**config.mk**
```make
export PLATFORM = sky130hd
export DESIGN_NAME = alu_flag_unit
export DESIGN_NICKNAME = d
export VERILOG_FILES = /design/src/rtl/alu_pkg.sv /design/src/rtl/alu_logic_unit.sv /design/src/rtl/alu_arith_unit.sv /design/src/rtl/alu_shift_unit.sv /design/src/rtl/alu_flag_unit.sv
export SDC_FILE = /design/constraint.sdc
export NUM_CORES = 1
export LEC_CHECK = 0
export ABC_AREA = 1
export BUFFER_PORTS_ARGS = -buffer_cell sky130_fd_sc_hd__clkbuf_2
export CAP_MARGIN = 40
export CORE_MARGIN = 4
export CORE_UTILIZATION = 35
export CTS_CLUSTER_SIZE = 10
export DETAILED_ROUTE_END_ITERATION = 12
export RECOVER_POWER = 50
export SLEW_MARGIN = 40
export SYNTH_ARGS = -nofsm -noshare
export SYNTH_HDL_FRONTEND = slang
export SYNTH_HIERARCHICAL = 1
export SYNTH_SLANG_ARGS = --single-unit
```
**constraint.sdc**
```tcl
create_clock -name clk_i -period 0.8 [get_ports clk_i]
set_input_delay 0.12 -clock clk_i [delete_from_list [all_inputs] [get_ports clk_i]]
set_output_delay 0.12 -clock clk_i [all_outputs]
set_load 0.01 [all_outputs]
```
**src/rtl/alu_pkg.sv**
```systemverilog
package alu_pkg;

    typedef enum logic [4:0] {
        OP_AND     = 5'b00101,
        OP_OR      = 5'b00110,
        OP_XOR     = 5'b00111,
        OP_TEST    = 5'b01001,
        OP_COMPARE = 5'b01010,
        OP_ADD     = 5'b01100,
        OP_ADDCY   = 5'b01101,
        OP_SUB     = 5'b01110,
        OP_SUBCY   = 5'b01111,
        OP_SHIFT   = 5'b10000
    } opcode_e;

    typedef enum logic [3:0] {
        SH_LCARRY = 4'b0000,
        SH_LROT   = 4'b0010,
        SH_LKEEP  = 4'b0100,
        SH_LZERO  = 4'b0110,
        SH_LONE   = 4'b0111,
        SH_RCARRY = 4'b1000,
        SH_RKEEP  = 4'b1010,
        SH_RROT   = 4'b1100,
        SH_RZERO  = 4'b1110,
        SH_RONE   = 4'b1111
    } shift_e;

    localparam int OPC_W = 5;
    localparam int SUB_W = 4;

endpackage

```
**src/rtl/alu_logic_unit.sv**
```systemverilog
module alu_logic_unit
    import alu_pkg::*;
#(
    parameter int DATA_W = 8
) (
    input  opcode_e           op_i,
    input  logic [DATA_W-1:0] a_i,
    input  logic [DATA_W-1:0] b_i,
    output logic [DATA_W-1:0] res_o,
    output logic              c_o
);
    always_comb begin
        res_o = '0;
        c_o   = 1'b0;
        case (op_i)
            OP_AND:  res_o = a_i & b_i;
            OP_OR:   res_o = a_i | b_i;
            OP_XOR:  res_o = a_i ^ b_i;
            OP_TEST: begin
                res_o = a_i & b_i;
                c_o   = ^(a_i & b_i);
            end
            default: res_o = '0;
        endcase
    end
endmodule

```
**src/rtl/alu_arith_unit.sv**
```systemverilog
module alu_arith_unit
    import alu_pkg::*;
#(
    parameter int DATA_W = 8
) (
    input  opcode_e           op_i,
    input  logic [DATA_W-1:0] a_i,
    input  logic [DATA_W-1:0] b_i,
    input  logic              cin_i,
    output logic [DATA_W-1:0] res_o,
    output logic              c_o
);
    localparam int EXT_W = DATA_W + 1;

    logic [EXT_W-1:0] a_ext, b_ext, cin_ext, total;

    assign a_ext = {1'b0, a_i};
    assign b_ext = {1'b0, b_i};
    assign cin_ext = {{DATA_W{1'b0}}, cin_i};

    always_comb begin
        total = '0;
        case (op_i)
            OP_ADD:     total = a_ext + b_ext;
            OP_ADDCY:   total = a_ext + b_ext + cin_ext;
            OP_SUB,
            OP_COMPARE: total = a_ext - b_ext;
            OP_SUBCY:   total = a_ext - b_ext - cin_ext;
            default:    total = '0;
        endcase
        res_o = total[DATA_W-1:0];
        c_o   = total[DATA_W];
    end
endmodule

```
**src/rtl/alu_shift_unit.sv**
```systemverilog
module alu_shift_unit
    import alu_pkg::*;
#(
    parameter int DATA_W = 8
) (
    input  logic [SUB_W-1:0]  sub_i,
    input  logic [DATA_W-1:0] a_i,
    input  logic              cin_i,
    output logic [DATA_W-1:0] res_o,
    output logic              c_o,
    output logic              valid_o
);
    localparam int MSB = DATA_W - 1;

    logic fill;
    logic go_left;

    always_comb begin
        fill    = 1'b0;
        valid_o = 1'b1;
        go_left = 1'b1;
        case (shift_e'(sub_i))
            SH_LCARRY: fill = cin_i;
            SH_LROT:   fill = a_i[MSB];
            SH_LKEEP:  fill = a_i[0];
            SH_LZERO:  fill = 1'b0;
            SH_LONE:   fill = 1'b1;
            SH_RCARRY: begin fill = cin_i;    go_left = 1'b0; end
            SH_RKEEP:  begin fill = a_i[MSB]; go_left = 1'b0; end
            SH_RROT:   begin fill = a_i[0];   go_left = 1'b0; end
            SH_RZERO:  begin fill = 1'b0;     go_left = 1'b0; end
            SH_RONE:   begin fill = 1'b1;     go_left = 1'b0; end
            default:   valid_o = 1'b0;
        endcase
        if (go_left) begin
            res_o = {a_i[MSB-1:0], fill};
            c_o   = a_i[MSB];
        end else begin
            res_o = {fill, a_i[MSB:1]};
            c_o   = a_i[0];
        end
    end
endmodule

```
**src/rtl/alu_flag_unit.sv**
```systemverilog
module alu_flag_unit
    import alu_pkg::*;
#(
    parameter int DATA_W = 8,
    parameter int REG_AW = 4,
    localparam int INSTR_W = OPC_W + 1 + REG_AW + DATA_W
) (
    input  logic               clk_i,
    input  logic               rst_ni,
    input  logic [INSTR_W-1:0] instr_i,
    input  logic [DATA_W-1:0]  sx_i,
    input  logic [DATA_W-1:0]  sy_i,
    input  logic               carry_i,
    input  logic               zero_i,
    output logic [DATA_W-1:0]  result_o,
    output logic               zero_o,
    output logic               carry_o,
    output logic               wr_en_o
);
    localparam int SEL_BIT = REG_AW + DATA_W;

    opcode_e           opc;
    logic [SUB_W-1:0]  sub;
    logic [DATA_W-1:0] operand;
    logic              unused_sx_addr;

    assign opc            = opcode_e'(instr_i[INSTR_W-1 -: OPC_W]);
    assign sub            = instr_i[SUB_W-1:0];
    assign operand        = instr_i[SEL_BIT] ? sy_i : instr_i[DATA_W-1:0];
    assign unused_sx_addr = ^instr_i[SEL_BIT-1 -: REG_AW];

    logic [DATA_W-1:0] log_r, ari_r, sh_r;
    logic              log_c, ari_c, sh_c, sh_ok;

    alu_logic_unit #(.DATA_W(DATA_W)) u_logic (
        .op_i(opc), .a_i(sx_i), .b_i(operand), .res_o(log_r), .c_o(log_c)
    );

    alu_arith_unit #(.DATA_W(DATA_W)) u_arith (
        .op_i(opc), .a_i(sx_i), .b_i(operand), .cin_i(carry_i),
        .res_o(ari_r), .c_o(ari_c)
    );

    alu_shift_unit #(.DATA_W(DATA_W)) u_shift (
        .sub_i(sub), .a_i(sx_i), .cin_i(carry_i),
        .res_o(sh_r), .c_o(sh_c), .valid_o(sh_ok)
    );

    logic [DATA_W-1:0] nxt_res;
    logic              nxt_c, nxt_z, nxt_we, nxt_known;

    always_comb begin
        nxt_res   = '0;
        nxt_c     = carry_i;
        nxt_known = 1'b1;
        nxt_we    = 1'b0;
        case (opc)
            OP_AND, OP_OR, OP_XOR: begin
                nxt_res = log_r; nxt_c = log_c; nxt_we = 1'b1;
            end
            OP_TEST: begin
                nxt_res = log_r; nxt_c = log_c;
            end
            OP_COMPARE: begin
                nxt_res = ari_r; nxt_c = ari_c;
            end
            OP_ADD, OP_ADDCY, OP_SUB, OP_SUBCY: begin
                nxt_res = ari_r; nxt_c = ari_c; nxt_we = 1'b1;
            end
            OP_SHIFT: begin
                if (sh_ok) begin
                    nxt_res = sh_r; nxt_c = sh_c; nxt_we = 1'b1;
                end else begin
                    nxt_known = 1'b0;
                end
            end
            default: nxt_known = 1'b0;
        endcase
        nxt_z = nxt_known ? (nxt_res == '0) : zero_i;
    end

    always_ff @(posedge clk_i or negedge rst_ni) begin
        if (!rst_ni) begin
            result_o <= '0;
            zero_o   <= 1'b0;
            carry_o  <= 1'b0;
            wr_en_o  <= 1'b0;
        end else begin
            result_o <= nxt_res;
            zero_o   <= nxt_z;
            carry_o  <= nxt_c;
            wr_en_o  <= nxt_we;
        end
    end

    // flag-only operations never raise the write strobe
    assert_flag_only_no_write_R3: assert property (@(posedge clk_i) disable iff (!rst_ni)
        (instr_i[INSTR_W-1 -: OPC_W] inside {5'b01001, 5'b01010}) |=> !wr_en_o);

    assert_logic_clears_carry_R2: assert property (@(posedge clk_i) disable iff (!rst_ni)
        (instr_i[INSTR_W-1 -: OPC_W] inside {5'b00101, 5'b00110, 5'b00111}) |=> (wr_en_o && !carry_o));

    assert_zero_tracks_result_R7: assert property (@(posedge clk_i) disable iff (!rst_ni)
        wr_en_o |-> (zero_o == (result_o == '0)));

    assert_left_shift_carry_R8: assert property (@(posedge clk_i) disable iff (!rst_ni)
        (instr_i[INSTR_W-1 -: OPC_W] == 5'b10000 && instr_i[3:0] inside {4'h0, 4'h2, 4'h4, 4'h6, 4'h7})
        |=> (carry_o == $past(sx_i[DATA_W-1])));

    assert_right_shift_carry_R9: assert property (@(posedge clk_i) disable iff (!rst_ni)
        (instr_i[INSTR_W-1 -: OPC_W] == 5'b10000 && instr_i[3:0] inside {4'h8, 4'hA, 4'hC, 4'hE, 4'hF})
        |=> (carry_o == $past(sx_i[0])));

    assert_unknown_passes_flags_R10: assert property (@(posedge clk_i) disable iff (!rst_ni)
        (!(instr_i[INSTR_W-1 -: OPC_W] inside {5'b00101, 5'b00110, 5'b00111, 5'b01001, 5'b01010,
                                                5'b01100, 5'b01101, 5'b01110, 5'b01111, 5'b10000}))
        |=> (!wr_en_o && carry_o == $past(carry_i) && zero_o == $past(zero_i)));

endmodule

```
==> out/summary.txt <==
================================================================================
Overall track demand over capacity in global routing                       19.4%
Number of nets in the finished design                                        771
Total number of yosys warnings                                                 6
Via Count                                                                   3917
Number of endpoints failing setup at the final stage                          22
Share of flip-flops with an asynchronous set or reset                       100%
Per-cell routed wire length                                              13.5 um
Most used DFF post-synth                                            sky130_fd_sc_hd__dfrtp_1
Leakage power figure                                                     2.66 nW
Post-Syn Area per Cell                                                  5.90 um2
Fraction of final layout cells with drive strength greater than 1          42.6%
Combined area of the multi-input logic cells                         0.00286 mm2
# fillers                                                                    813
Yosys cell types                                                              40
Floorplan die area                                                    0.0107 mm2
Final total power                                                        4.56 mW
Clock transition at the registers of the reported paths                    40 ps
Share of Yosys cell area claimed by the top area cell type                 20.3%
Top-Level Pins                                                                49
Buffer levels on the longest clock path                                        2
Count of cells along the worst hold path                                       3
Critical path endpoint category                                        flip-flop
Wire length after detailed routing                                      10800 um
Number of antenna violations at the first check in global routing              0
Worst stage delay on the critical path                                    440 ps
Starting Density                                                           36.3%
Buffers added on ports                                                        44
VDD IR max                                                              0.456 mV
FMAX                                                                     395 MHz
CTS Buf Count                                                                  3
Area after detailed placement                                        0.00427 mm2
Worst relative slew slack                                                  69.4%
Final Wtd Congestion                                                        1.02
Post-Syn Area                                                        0.00319 mm2
Detailed-router iteration count before antenna repair                          5
Actual slew at the worst max-slew pin                                     456 ps
Worst hold-check path type                                                in2reg
Die height                                                                104 um
Status                                                              finished with violations
Sum of net half-perimeters after detailed placement                      8710 um
Hold violation count in the final report                                       0
Violations in the final reports                                     negative setup slack
Cells along the critical path                                       clkbuf_16 > mux2_4 > ha_4 > inv_2 > fa_2 > inv_2 > ha_4 > inv_4 > nor2_4 > nand2_1 > nand2_1 > a21oi_2 > a211o_1 > nand2_1 > nand2_1 > nor2_2 > nand2_1 > nor2_1 > nand3_1 > nand2_1
Total number of H-tree levels                                                  1
Post-route standard cell area excluding fillers                      0.00490 mm2
Standard cell with the maximum stage delay on the critical path     sky130_fd_sc_hd__fa_2
Minimum clock period                                                     2530 ps
Most numerous cell in the Yosys netlist                             sky130_fd_sc_hd__nand2_1
Launch point of the worst hold path                                       zero_i
Largest driver fanout on the critical path                                     5
Critical path required time                                               970 ps
Layout Cells excl Fill                                                       801
Cell types with the highest counts after synthesis                  sky130_fd_sc_hd__nand2_1 (173), sky130_fd_sc_hd__inv_1 (101), sky130_fd_sc_hd__nand3_1 (50)
Largest net degree at the start of global routing                             12
Sequential share of the synthesized area                                   8.62%
Fraction of the cycle the final worst path needs                            316%
Placed Cells                                                                 781
# Max-Cap Violations                                                           0
Cell accounting for the most synthesized area                       sky130_fd_sc_hd__nand2_1
Remaining design rule violation count                                          0
Cells taking the most area after synthesis                          sky130_fd_sc_hd__nand2_1 (20%), sky130_fd_sc_hd__ha_1 (14%), sky130_fd_sc_hd__inv_1 (12%)
Gate count after technology mapping                                          541
Setup WS post-layout                                                    -1730 ps
Unrepaired setup endpoints after global routing                             true
Clock sink count                                                              11
Area occupied by registers                                               275 um2
Hold Path Sink                                                            zero_o
Power Density                                                         932 mW/mm2
Area growth from synthesis to layout                                       53.3%
Clock tree from TritonCTS                                                  built
Ant diodes                                                                     0
Worst hold slack                                                          105 ps
Dominant cell type by count on the critical path                    sky130_fd_sc_hd__nand2_1
Congestion Overflow GR                                                         0
Number of enable-type register cells in the synthesized netlist                0
Die W                                                                     104 um
Arrival time of data at the critical path endpoint                       2700 ps
Register bit total from synthesis                                             11
Max-slew violation total from the final report                                 0
Via-per-instance ratio                                                      4.89
Element type at the critical path start                                input pin
Wire length of the first global-routing pass                            17500 um
Final antenna-violating net count                                              0
Worst slack at placement                                                -2050 ps
Area of the placeable core                                           0.00881 mm2
Initial DRC count                                                            166
Critical Setup Path Class                                                 in2reg
Synthesized net count                                                        618
FP Rows                                                                       34
Vias in the first global route                                              3859
Root buffer cell                                                    sky130_fd_sc_hd__clkbuf_8
================================================================================
## sequential cells by signal, indices dropped and copies added, names as in the netlist
name      flops
zero_o        1
result_o      8
carry_o       1
wr_en_o       1
## critical path, delay by kind of cell
| family | cells | cell delay (ps) |
|---|---|---|
| buffers and inverters | 4 | 310 |
| AO/OA/AOI/OAI | 2 | 300 |
| multiplexers | 1 | 330 |
| AND/OR/NAND/NOR | 10 | 870 |
| adder cells (fa/ha/maj) | 3 | 740 |
## layout make-up
class | count | area share [%]
inverters | 111 | 9.07
flip-flops and latches | 11 | 5.62
repair buffers | 153 | 23.3
well taps | 108 | 2.76
multi-input cells | 414 | 58.4
clock buffers | 4 | 0.920
## layer usage
metal / share of wire [%] / routed length [um] / vias up / GRT usage, %
li1: - / - / 1993 / -
met1: 42 / 4580 / 1780 / 24.6
met2: 50 / 5430 / 128 / 35.6
met3: 6.1 / 660 / 16 / 2.30
met4: 1.4 / 154 / 0 / 3.89
met5: 0 / 0 / - / 0
## through the flow
step / TNS, ps / utilization, %
global placement: -17810 / 48.5
floorplan: -13940 / -
global route: -16230 / 55.6
CTS: -14730 / 53.3
detailed placement: -18110 / 48.5
finish: -14870 / 55.6
## timing repair
| item | 4_1_cts | 5_1_grt |
|---|---|---|
| endpoints found under the hold margin | 11 | 0 |
| endpoints found under the setup margin | 22 | 22 |
| gates resized for setup | 58 | 47 |
| gates cloned | 2 | 0 |
| hold buffers | 1 | 0 |
| pin swaps | 32 | 34 |
| setup buffers | 12 | 7 |
## logic make-up (layout without fill, tap and decap cells)
| kind of cell | Yosys count | count (layout) | synth area share, % |
|---|---|---|---|
| AO/OA/AOI/OAI | 44 | 44 | 9.52 |
| buffers and inverters | 117 | 268 | 15.3 |
| flip-flops | 11 | 11 | 8.62 |
| multiplexers | 8 | 8 | 2.82 |
| XOR/XNOR | 2 | 2 | 0.548 |
| AND/OR/NAND/NOR | 320 | 321 | 47.5 |
| adder cells (fa/ha/maj) | 39 | 39 | 15.7 |
## power by group
group / switching [mW] / internal [mW] / leakage [nW]
clock: 0.183 / 0.348 / 0.0228
sequential: 0.00605 / 0.583 / 0.148
combinational: 1.92 / 1.52 / 2.49
## placed cells by master, fill, tap and decap left out, drive strengths merged
cell type,Yosys,routed
ha,37,37
mux2,8,8
o2111ai,2,2
fa,2,2
clkinv,1,1
nor2,52,53
o21bai,1,1
dlygate4sd3,0,1
a31oi,1,1
o22ai,3,3
nand4,11,11
or2,1,1
a21oi,15,15
xor2,2,2
a211o,1,1
dfrtp,11,11
nor3,3,3
clkbuf,1,46
nand2,194,194
nand3b,1,1
and2,1,1
inv,110,110
nand3,57,57
buf,5,110
o211ai,3,3
a21boi,2,2
o21ai,16,16
## worst max path at each step
stage                 from     end  slack [ps]
6_report       instr_i[12]  zero_o       -1730
5_1_grt        instr_i[12]  zero_o       -1880
4_1_cts        instr_i[12]  zero_o       -1670
3_5_place_dp   instr_i[12]  zero_o       -2050
3_3_place_gp   instr_i[12]  zero_o       -2030
2_1_floorplan  instr_i[12]  zero_o       -1710
Power figures use the tool's default switching activity.
